### src/rtl/ledmx_pkg.sv
package ledmx_pkg;

    // Sequencer phases
    typedef enum logic [2:0] {
        SQ_IDLE,
        SQ_FETCH,
        SQ_LOAD,
        SQ_SEND,
        SQ_LATCH
    } seq_st_e;

    // Byte serialiser phases
    typedef enum logic [1:0] {
        SH_IDLE,
        SH_LOW,
        SH_HIGH,
        SH_GAP
    } sh_st_e;

endpackage

### src/rtl/ledmx_pacer.sv
module ledmx_pacer #(
    parameter int TICK_CYC = 250000
) (
    input  logic clk,
    input  logic rst_n,
    output logic tick_o
);
    localparam int TW = (TICK_CYC > 1) ? $clog2(TICK_CYC) : 1;

    typedef struct packed {
        logic [TW-1:0] cnt;
        logic          tick;
    } pace_t;

    pace_t q, d;

    always_comb begin
        d = q;
        d.tick = 1'b0;
        if (q.cnt == TW'(TICK_CYC - 1)) begin
            d.cnt  = '0;
            d.tick = 1'b1;
        end else begin
            d.cnt = q.cnt + 1'b1;
        end
    end

    always_ff @(posedge clk) begin
        if (!rst_n) q <= '0;
        else        q <= d;
    end

    assign tick_o = q.tick;

    a_r3_tick_isolated: assert property (@(posedge clk) disable iff (!rst_n)
        tick_o |=> !tick_o);

endmodule

### src/rtl/ledmx_fbuf.sv
module ledmx_fbuf #(
    parameter int DEPTH = 384,
    parameter int AW    = 9
) (
    input  logic          clk,
    input  logic          we_i,
    input  logic [AW-1:0] waddr_i,
    input  logic [7:0]    wdata_i,
    input  logic [AW-1:0] raddr_i,
    output logic [7:0]    rdata_o
);
    logic [7:0] mem_q [DEPTH];
    logic [7:0] rdata_q;
    logic       wr_ok;
    logic       rd_ok;

    assign wr_ok = we_i && (waddr_i < AW'(DEPTH));
    assign rd_ok = raddr_i < AW'(DEPTH);

    always_ff @(posedge clk) begin
        if (wr_ok) mem_q[waddr_i] <= wdata_i;
    end

    always_ff @(posedge clk) begin
        rdata_q <= rd_ok ? mem_q[raddr_i] : 8'h00;
    end

    assign rdata_o = rdata_q;

endmodule

### src/rtl/ledmx_shifter.sv
module ledmx_shifter
    import ledmx_pkg::*;
#(
    parameter int HALF_CYC = 156,
    parameter int GAP_CYC  = 1250
) (
    input  logic       clk,
    input  logic       rst_n,
    input  logic       start_i,
    input  logic [7:0] byte_i,
    output logic       sclk_o,
    output logic       sdata_o,
    output logic       done_o
);
    localparam int CMAX = (HALF_CYC > GAP_CYC) ? HALF_CYC : GAP_CYC;
    localparam int CW   = $clog2(CMAX + 1);

    typedef struct packed {
        sh_st_e        st;
        logic [7:0]    sh;
        logic [2:0]    bitn;
        logic [CW-1:0] cnt;
        logic          done;
    } sh_t;

    sh_t q, d;

    always_comb begin
        d = q;
        d.done = 1'b0;
        case (q.st)
            SH_IDLE: begin
                if (start_i) begin
                    d.st   = SH_LOW;
                    d.sh   = byte_i;
                    d.bitn = '0;
                    d.cnt  = '0;
                end
            end
            SH_LOW: begin
                if (q.cnt == CW'(HALF_CYC - 1)) begin
                    d.st  = SH_HIGH;
                    d.cnt = '0;
                end else begin
                    d.cnt = q.cnt + 1'b1;
                end
            end
            SH_HIGH: begin
                if (q.cnt == CW'(HALF_CYC - 1)) begin
                    d.cnt = '0;
                    if (q.bitn == 3'd7) begin
                        d.st = SH_GAP;
                    end else begin
                        d.st   = SH_LOW;
                        d.bitn = q.bitn + 1'b1;
                        d.sh   = {q.sh[6:0], 1'b0};
                    end
                end else begin
                    d.cnt = q.cnt + 1'b1;
                end
            end
            SH_GAP: begin
                if (q.cnt == CW'(GAP_CYC - 1)) begin
                    d.st   = SH_IDLE;
                    d.cnt  = '0;
                    d.done = 1'b1;
                end else begin
                    d.cnt = q.cnt + 1'b1;
                end
            end
            default: d.st = SH_IDLE;
        endcase
    end

    always_ff @(posedge clk) begin
        if (!rst_n) q <= '{st: SH_IDLE, sh: '0, bitn: '0, cnt: '0, done: 1'b0};
        else        q <= d;
    end

    assign sclk_o  = (q.st == SH_HIGH);
    assign sdata_o = ((q.st == SH_LOW) || (q.st == SH_HIGH)) ? q.sh[7] : 1'b0;
    assign done_o  = q.done;

    // data must not move while the panel samples it
    a_r2_data_steady_high: assert property (@(posedge clk) disable iff (!rst_n)
        (sclk_o && $past(sclk_o)) |-> $stable(sdata_o));

    // a new byte is only accepted once the previous gap has elapsed
    a_r4_start_when_idle: assert property (@(posedge clk) disable iff (!rst_n)
        start_i |-> (q.st == SH_IDLE));

endmodule

### src/rtl/ledmx_refresh.sv
module ledmx_refresh
    import ledmx_pkg::*;
#(
    parameter int CLK_HZ   = 250_000_000,
    parameter int SHIFT_HZ = 800_000,
    parameter int GAP_HZ   = 200_000,
    parameter int TICK_HZ  = 1000,
    parameter int ROWS     = 8,
    parameter int GPR      = 2,
    parameter int BPG      = 24
) (
    input  logic       clk,
    input  logic       rst_n,
    input  logic       wr_en,
    input  logic [8:0] wr_addr,
    input  logic [7:0] wr_data,
    output logic       shift_clk,
    output logic       shift_dat,
    output logic       latch,
    output logic [2:0] row_sel,
    output logic       frame_start
);
    localparam int HALF_CYC = CLK_HZ / (2 * SHIFT_HZ);
    localparam int GAP_CYC  = CLK_HZ / GAP_HZ;
    localparam int TICK_CYC = CLK_HZ / TICK_HZ;
    localparam int DEPTH    = ROWS * GPR * BPG;
    localparam int AW       = 9;
    localparam int RW       = 3;
    localparam int GW       = (GPR > 1) ? $clog2(GPR) : 1;
    localparam int IW       = $clog2(BPG);
    localparam int LW       = $clog2(2 * HALF_CYC + 1);

    typedef struct packed {
        seq_st_e       st;
        logic [RW-1:0] row;
        logic [GW-1:0] grp;
        logic [IW-1:0] idx;
        logic [LW-1:0] lcnt;
        logic          sof;
    } seq_t;

    seq_t q, d;

    logic          tick;
    logic [AW-1:0] rd_addr;
    logic [7:0]    rd_data;
    logic          sh_start;
    logic          sh_done;
    logic          sclk_w;
    logic          sdat_w;

    ledmx_pacer #(.TICK_CYC(TICK_CYC)) u_pacer (
        .clk    (clk),
        .rst_n  (rst_n),
        .tick_o (tick)
    );

    ledmx_fbuf #(.DEPTH(DEPTH), .AW(AW)) u_fbuf (
        .clk     (clk),
        .we_i    (wr_en),
        .waddr_i (wr_addr),
        .wdata_i (wr_data),
        .raddr_i (rd_addr),
        .rdata_o (rd_data)
    );

    ledmx_shifter #(.HALF_CYC(HALF_CYC), .GAP_CYC(GAP_CYC)) u_shift (
        .clk     (clk),
        .rst_n   (rst_n),
        .start_i (sh_start),
        .byte_i  (rd_data),
        .sclk_o  (sclk_w),
        .sdata_o (sdat_w),
        .done_o  (sh_done)
    );

    // Buffer location of the byte being fetched
    always_comb begin
        rd_addr = AW'((32'(q.row) * GPR + 32'(q.grp)) * BPG + 32'(q.idx));
    end

    always_comb begin
        d = q;
        d.sof = 1'b0;
        case (q.st)
            SQ_IDLE: begin
                if (tick) begin
                    d.st  = SQ_FETCH;
                    d.idx = '0;
                    d.sof = (q.row == '0) && (q.grp == '0);
                end
            end
            SQ_FETCH: d.st = SQ_LOAD;
            SQ_LOAD:  d.st = SQ_SEND;
            SQ_SEND: begin
                if (sh_done) begin
                    if (q.idx == IW'(BPG - 1)) begin
                        d.idx = '0;
                        if (q.grp == GW'(GPR - 1)) begin
                            d.st   = SQ_LATCH;
                            d.lcnt = '0;
                        end else begin
                            d.st  = SQ_IDLE;
                            d.grp = q.grp + 1'b1;
                        end
                    end else begin
                        d.idx = q.idx + 1'b1;
                        d.st  = SQ_FETCH;
                    end
                end
            end
            SQ_LATCH: begin
                if (q.lcnt == LW'(2 * HALF_CYC - 1)) begin
                    d.st   = SQ_IDLE;
                    d.lcnt = '0;
                    d.grp  = '0;
                    d.row  = (q.row == RW'(ROWS - 1)) ? '0 : q.row + 1'b1;
                end else begin
                    d.lcnt = q.lcnt + 1'b1;
                end
            end
            default: d.st = SQ_IDLE;
        endcase
    end

    always_ff @(posedge clk) begin
        if (!rst_n) q <= '{st: SQ_IDLE, row: '0, grp: '0, idx: '0, lcnt: '0, sof: 1'b0};
        else        q <= d;
    end

    assign sh_start    = (q.st == SQ_LOAD);
    assign shift_clk   = sclk_w;
    assign shift_dat   = sdat_w;
    assign latch       = (q.st == SQ_LATCH);
    assign row_sel     = q.row;
    assign frame_start = q.sof;

    // a group plus its latch must fit inside one tick period
    a_r3_tick_finds_idle: assert property (@(posedge clk) disable iff (!rst_n)
        tick |-> (q.st == SQ_IDLE));

    // serial clock is quiet while the row latch is asserted
    a_r5_clock_quiet_in_latch: assert property (@(posedge clk) disable iff (!rst_n)
        latch |-> !shift_clk);

    // row advances by one (with wrap) as the latch ends
    a_r6_row_steps_on_latch_end: assert property (@(posedge clk) disable iff (!rst_n)
        $fell(latch) |-> (row_sel == (($past(row_sel) == RW'(ROWS - 1)) ? '0 : $past(row_sel) + 1'b1)));

    // frame marker lasts one cycle and only at row 0
    a_r9_sof_one_cycle: assert property (@(posedge clk) disable iff (!rst_n)
        frame_start |=> !frame_start);
    a_r9_sof_on_row0: assert property (@(posedge clk) disable iff (!rst_n)
        frame_start |-> (row_sel == '0));

endmodule

### config.mk
export PLATFORM = sky130hd
export DESIGN_NAME = ledmx_refresh
export DESIGN_NICKNAME = d
export VERILOG_FILES = /design/src/rtl/ledmx_pkg.sv /design/src/rtl/ledmx_pacer.sv /design/src/rtl/ledmx_fbuf.sv /design/src/rtl/ledmx_shifter.sv /design/src/rtl/ledmx_refresh.sv
export SDC_FILE = /design/constraint.sdc
export NUM_CORES = 2
export LEC_CHECK = 0
export BUFFER_PORTS_ARGS = -buffer_cell sky130_fd_sc_hd__buf_2
export CAP_MARGIN = 20
export CORE_ASPECT_RATIO = 1.25
export CORE_MARGIN = 2
export CORE_UTILIZATION = 55
export DETAILED_ROUTE_END_ITERATION = 6
export PLACE_DENSITY = 0.81
export SYNTH_ARGS = -nofsm -noshare
export SYNTH_HDL_FRONTEND = slang
export SYNTH_SLANG_ARGS = --single-unit
### constraint.sdc
create_clock -name clk -period 3.9 [get_ports clk]
set_input_delay 0.195 -clock clk [delete_from_list [all_inputs] [get_ports clk]]
set_output_delay 0.195 -clock clk [all_outputs]
set_load 0.1 [all_outputs]
==> metrics.yaml <==
status: "finished, violations left"
violations: "design-rule violations, negative setup slack"
drtPass1Iterations: 7
avgViaCountPerCell: 6.92
synth_nets: 6187
drtIter0Drc: 11130
dp_cells: 9506
netlist_area_sq_um: 123000
die_y_um: 533
hold_class: "in -> reg"
grt_max_degree: 154
setup_viol: 3
ir_worst_vdd_uv: 343
gp_congestion: 1.03
start_util_pct: 55.3
yosysTopAreaCellShare_pct: 74.8
dp_slack_ns: -0.179
async_flop_share_pct: 0
tritoncts: "done"
cts.sinks: 3146
slew_viol_final: 0
crit_arrival_ns: 4.76
synth.area.top_cells: "edfxtp_1, mux4_2, mux2i_1, nor2_1, dfxtp_1"
synthTopCellsByCount: "edfxtp_1, mux4_2, nor2_1"
reg2reg_from: "q[10]$_SDFFE_PN0P_"
grt_pass1_wl_um: 511000
reg2reg_slack_ns: -0.08
die-width_um: 427
worst_pin_slew_ns: 1.32
ys_types: 92
crit_path_start_kind: "register"
synth_enable_flop_cells: 3072
max_stage_delay_ns: 0.80
cts_buffers: 294
crit_slowest_cell: "dfxtp_4"
timing.hold.ws_ns: 0.0466
ant_nets: 0
grt_pass1_vias: 69123
cts-root-buf: "clkbuf_16"
layout.nets: 6918
layout-drive-gt1-share_pct: 27.0
pin_count: 27
clock_latency_ns: 0.92
crit_start: "q[10]$_SDFFE_PN0P_"
final_hold_viol_count: 0
path_class: "reg -> reg"
synthToLayoutAreaGrowth_pct: 14.7
wl_per_cell_um: 36.5
yosysSeqAreaShare_pct: 76.0
final_util_pct: 63.4
die_area_sq_um: 228000
grt.overflow.total: 0
worstHoldStart: "wr_addr[1]"
synth_top_area_cell: "edfxtp_1"
cp-end-kind: "register"
crit_chain: "buf_12 > buf_4 > mux4_1 > mux4_2 > nand2_1 > o21ai_1 > a211oi_1 > nor4_1 > a211o_1"
fin_crit_sh_pct: 102
grtUsageTotal_pct: 32.0
rows: 194
ys_warn_count: 0
clk_pin_slew_ns: 0.07
min_period_ns: 3.98
syn_inst: 6144
antenna_found_initial: 18
synth_area_per_cell_sq_um: 20.1
slew-limit-headroom_pct: 11.1
route.vias.total: 69577
r2r_end: "u_fbuf.rdata_o[2]$_SDFF_PP0_"
drc: 3
synth_ff_type: "edfxtp_1"
fin_worst_skew_ns: 0.0324
h-tree-depth: 5
finalWirelength_um: 367000
critical_path_required_ns: 4.68
setup_tns_ns: -0.143
worstPathMaxFanout: 15
port_buffers: 26
endpoint: "u_fbuf.rdata_o[2]$_SDFF_PP0_"
r2r_cells: 9
ys_seq_elements: 3146
instances_no_fill: 10059
setup_slack_ns: -0.0796
cellPowerDensity_nw_per_um2: 474
cts_max_path_buffers: 4
maxCapViolations: 0
rsz0062_at_grt: "false"
hpwlAfterDp_um: 228000
fmax_ghz: 0.251
p_leak_uw: 0.0439
synth.most_common_cell: "edfxtp_1"
core_sq_um: 223000
## cells in the final DEF (no fill, tap or decap), types with 11 or more instances in the layout
master / count
clkbuf_1: 61
mux2i_1: 338
o22ai_1: 127
mux4_1: 20
buf_12: 63
a22oi_1: 83
buf_2: 18
clkinv_2: 48
ha_1: 20
nand3_1: 53
nand4_1: 23
a22o_1: 12
a31oi_1: 14
o21ai_0: 58
and3_1: 13
diode_2: 11
nor4_1: 18
a21oi_1: 76
clkinv_1: 49
o211ai_1: 21
nor2b_1: 15
xnor2_1: 18
a211oi_1: 22
nor2_1: 525
o22a_1: 11
xor2_1: 19
nand2_2: 13
bufinv_16: 23
dfxtp_1: 70
o21ai_1: 11
buf_4: 701
and2_1: 18
clkbuf_16: 303
clkinvlp_4: 16
mux4_2: 622
edfxtp_1: 3072
inv_1: 16
nand2_1: 139
o221ai_1: 81
nor3_1: 40
## critical path: cells and delay by family, from the launching register on
kind            cells  cell delay, ns
buf+inv             2            0.48
simple gates        2            0.31
mux                 2            1.25
compound gates      3            0.95
flops               1            0.80
## flip-flops by register name (all words and copies together), names as in the netlist
name / cells
q: 18
u_shift.done_o: 1
u_shift.q: 24
frame_start: 1
u_pacer.tick_o: 1
u_fbuf.rdata_o: 8
row_sel: 3
u_fbuf.mem_q: 3072
u_pacer.q: 18
## metrics by stage
step           total power [uW]  cell area, sq um
2_1_floorplan             38200            123000
3_3_place_gp              38900            132000
3_5_place_dp              39000            132000
4_1_cts                   67000            141000
5_1_grt                   68300            141000
6_report                  67000            141000
## timing repair
| action | 4_1_cts | 5_1_grt |
|---|---|---|
| gates cloned | 0 | 2 |
| endpoints found under the setup margin | 3 | 7 |
| hold buffers | 9 | 0 |
| pin swaps | 0 | 4 |
| setup buffers | 0 | 2 |
| gates resized for setup | 4 | 26 |
| endpoints found under the hold margin | 613 | 0 |
## where the power goes
part	switching, uW	leakage, uW	internal (uW)
logic	961	0.0111	201
registers	54.0	0.0282	37100
clock network	12700	0.00459	16000
total	13700	0.0439	53300
## per-layer routing
| metal | track usage, % | share of wire [%] |
|---|---|---|
| met4 | 26.2 | 10 |
| met2 | 49.8 | 47 |
| met3 | 8.47 | 12 |
| met5 | 0 | 0.026 |
| met1 | 37.3 | 31 |
## cell families after synthesis
logic type	synth area share (%)
adder cells (fa/ha/maj)	0.246
multiplexers	14.6
buffers and inverters	1.89
AND/OR/NAND/NOR	3.52
flip-flops	76.0
AO/OA/AOI/OAI	3.47
XOR/XNOR	0.277
## area by class of cell
type / count / area [sq um]
sequential: 3146 / 93700
antenna: 11 / 27.5
tap: 2940 / 3680
clock buffer: 368 / 7840
fill: 13803 / 81700
inverter: 19 / 88.8
timing repair buffer: 803 / 6900
multi-input combinational: 2611 / 27500
clock inverter: 161 / 1630
## worst min path at each step
| stage | to | slack [ns] | cells past startpoint |
|---|---|---|---|
| final | u_fbuf.mem_q[217][7]$_DFFE_PP_ | 0.05 | 5 |
| after global routing | u_fbuf.mem_q[217][7]$_DFFE_PP_ | 0.05 | 5 |
| after CTS | u_fbuf.mem_q[217][7]$_DFFE_PP_ | 0.03 | 5 |
| after detailed placement | u_pacer.q[1]$_SDFF_PP0_ | 0.47 | 1 |
| after global placement | u_pacer.q[1]$_SDFF_PP0_ | 0.44 | 1 |
| after floorplan | u_fbuf.mem_q[0][0]$_DFFE_PP_ | 0.29 | 0 |
Note: power is estimated with default switching activity, not from simulation.
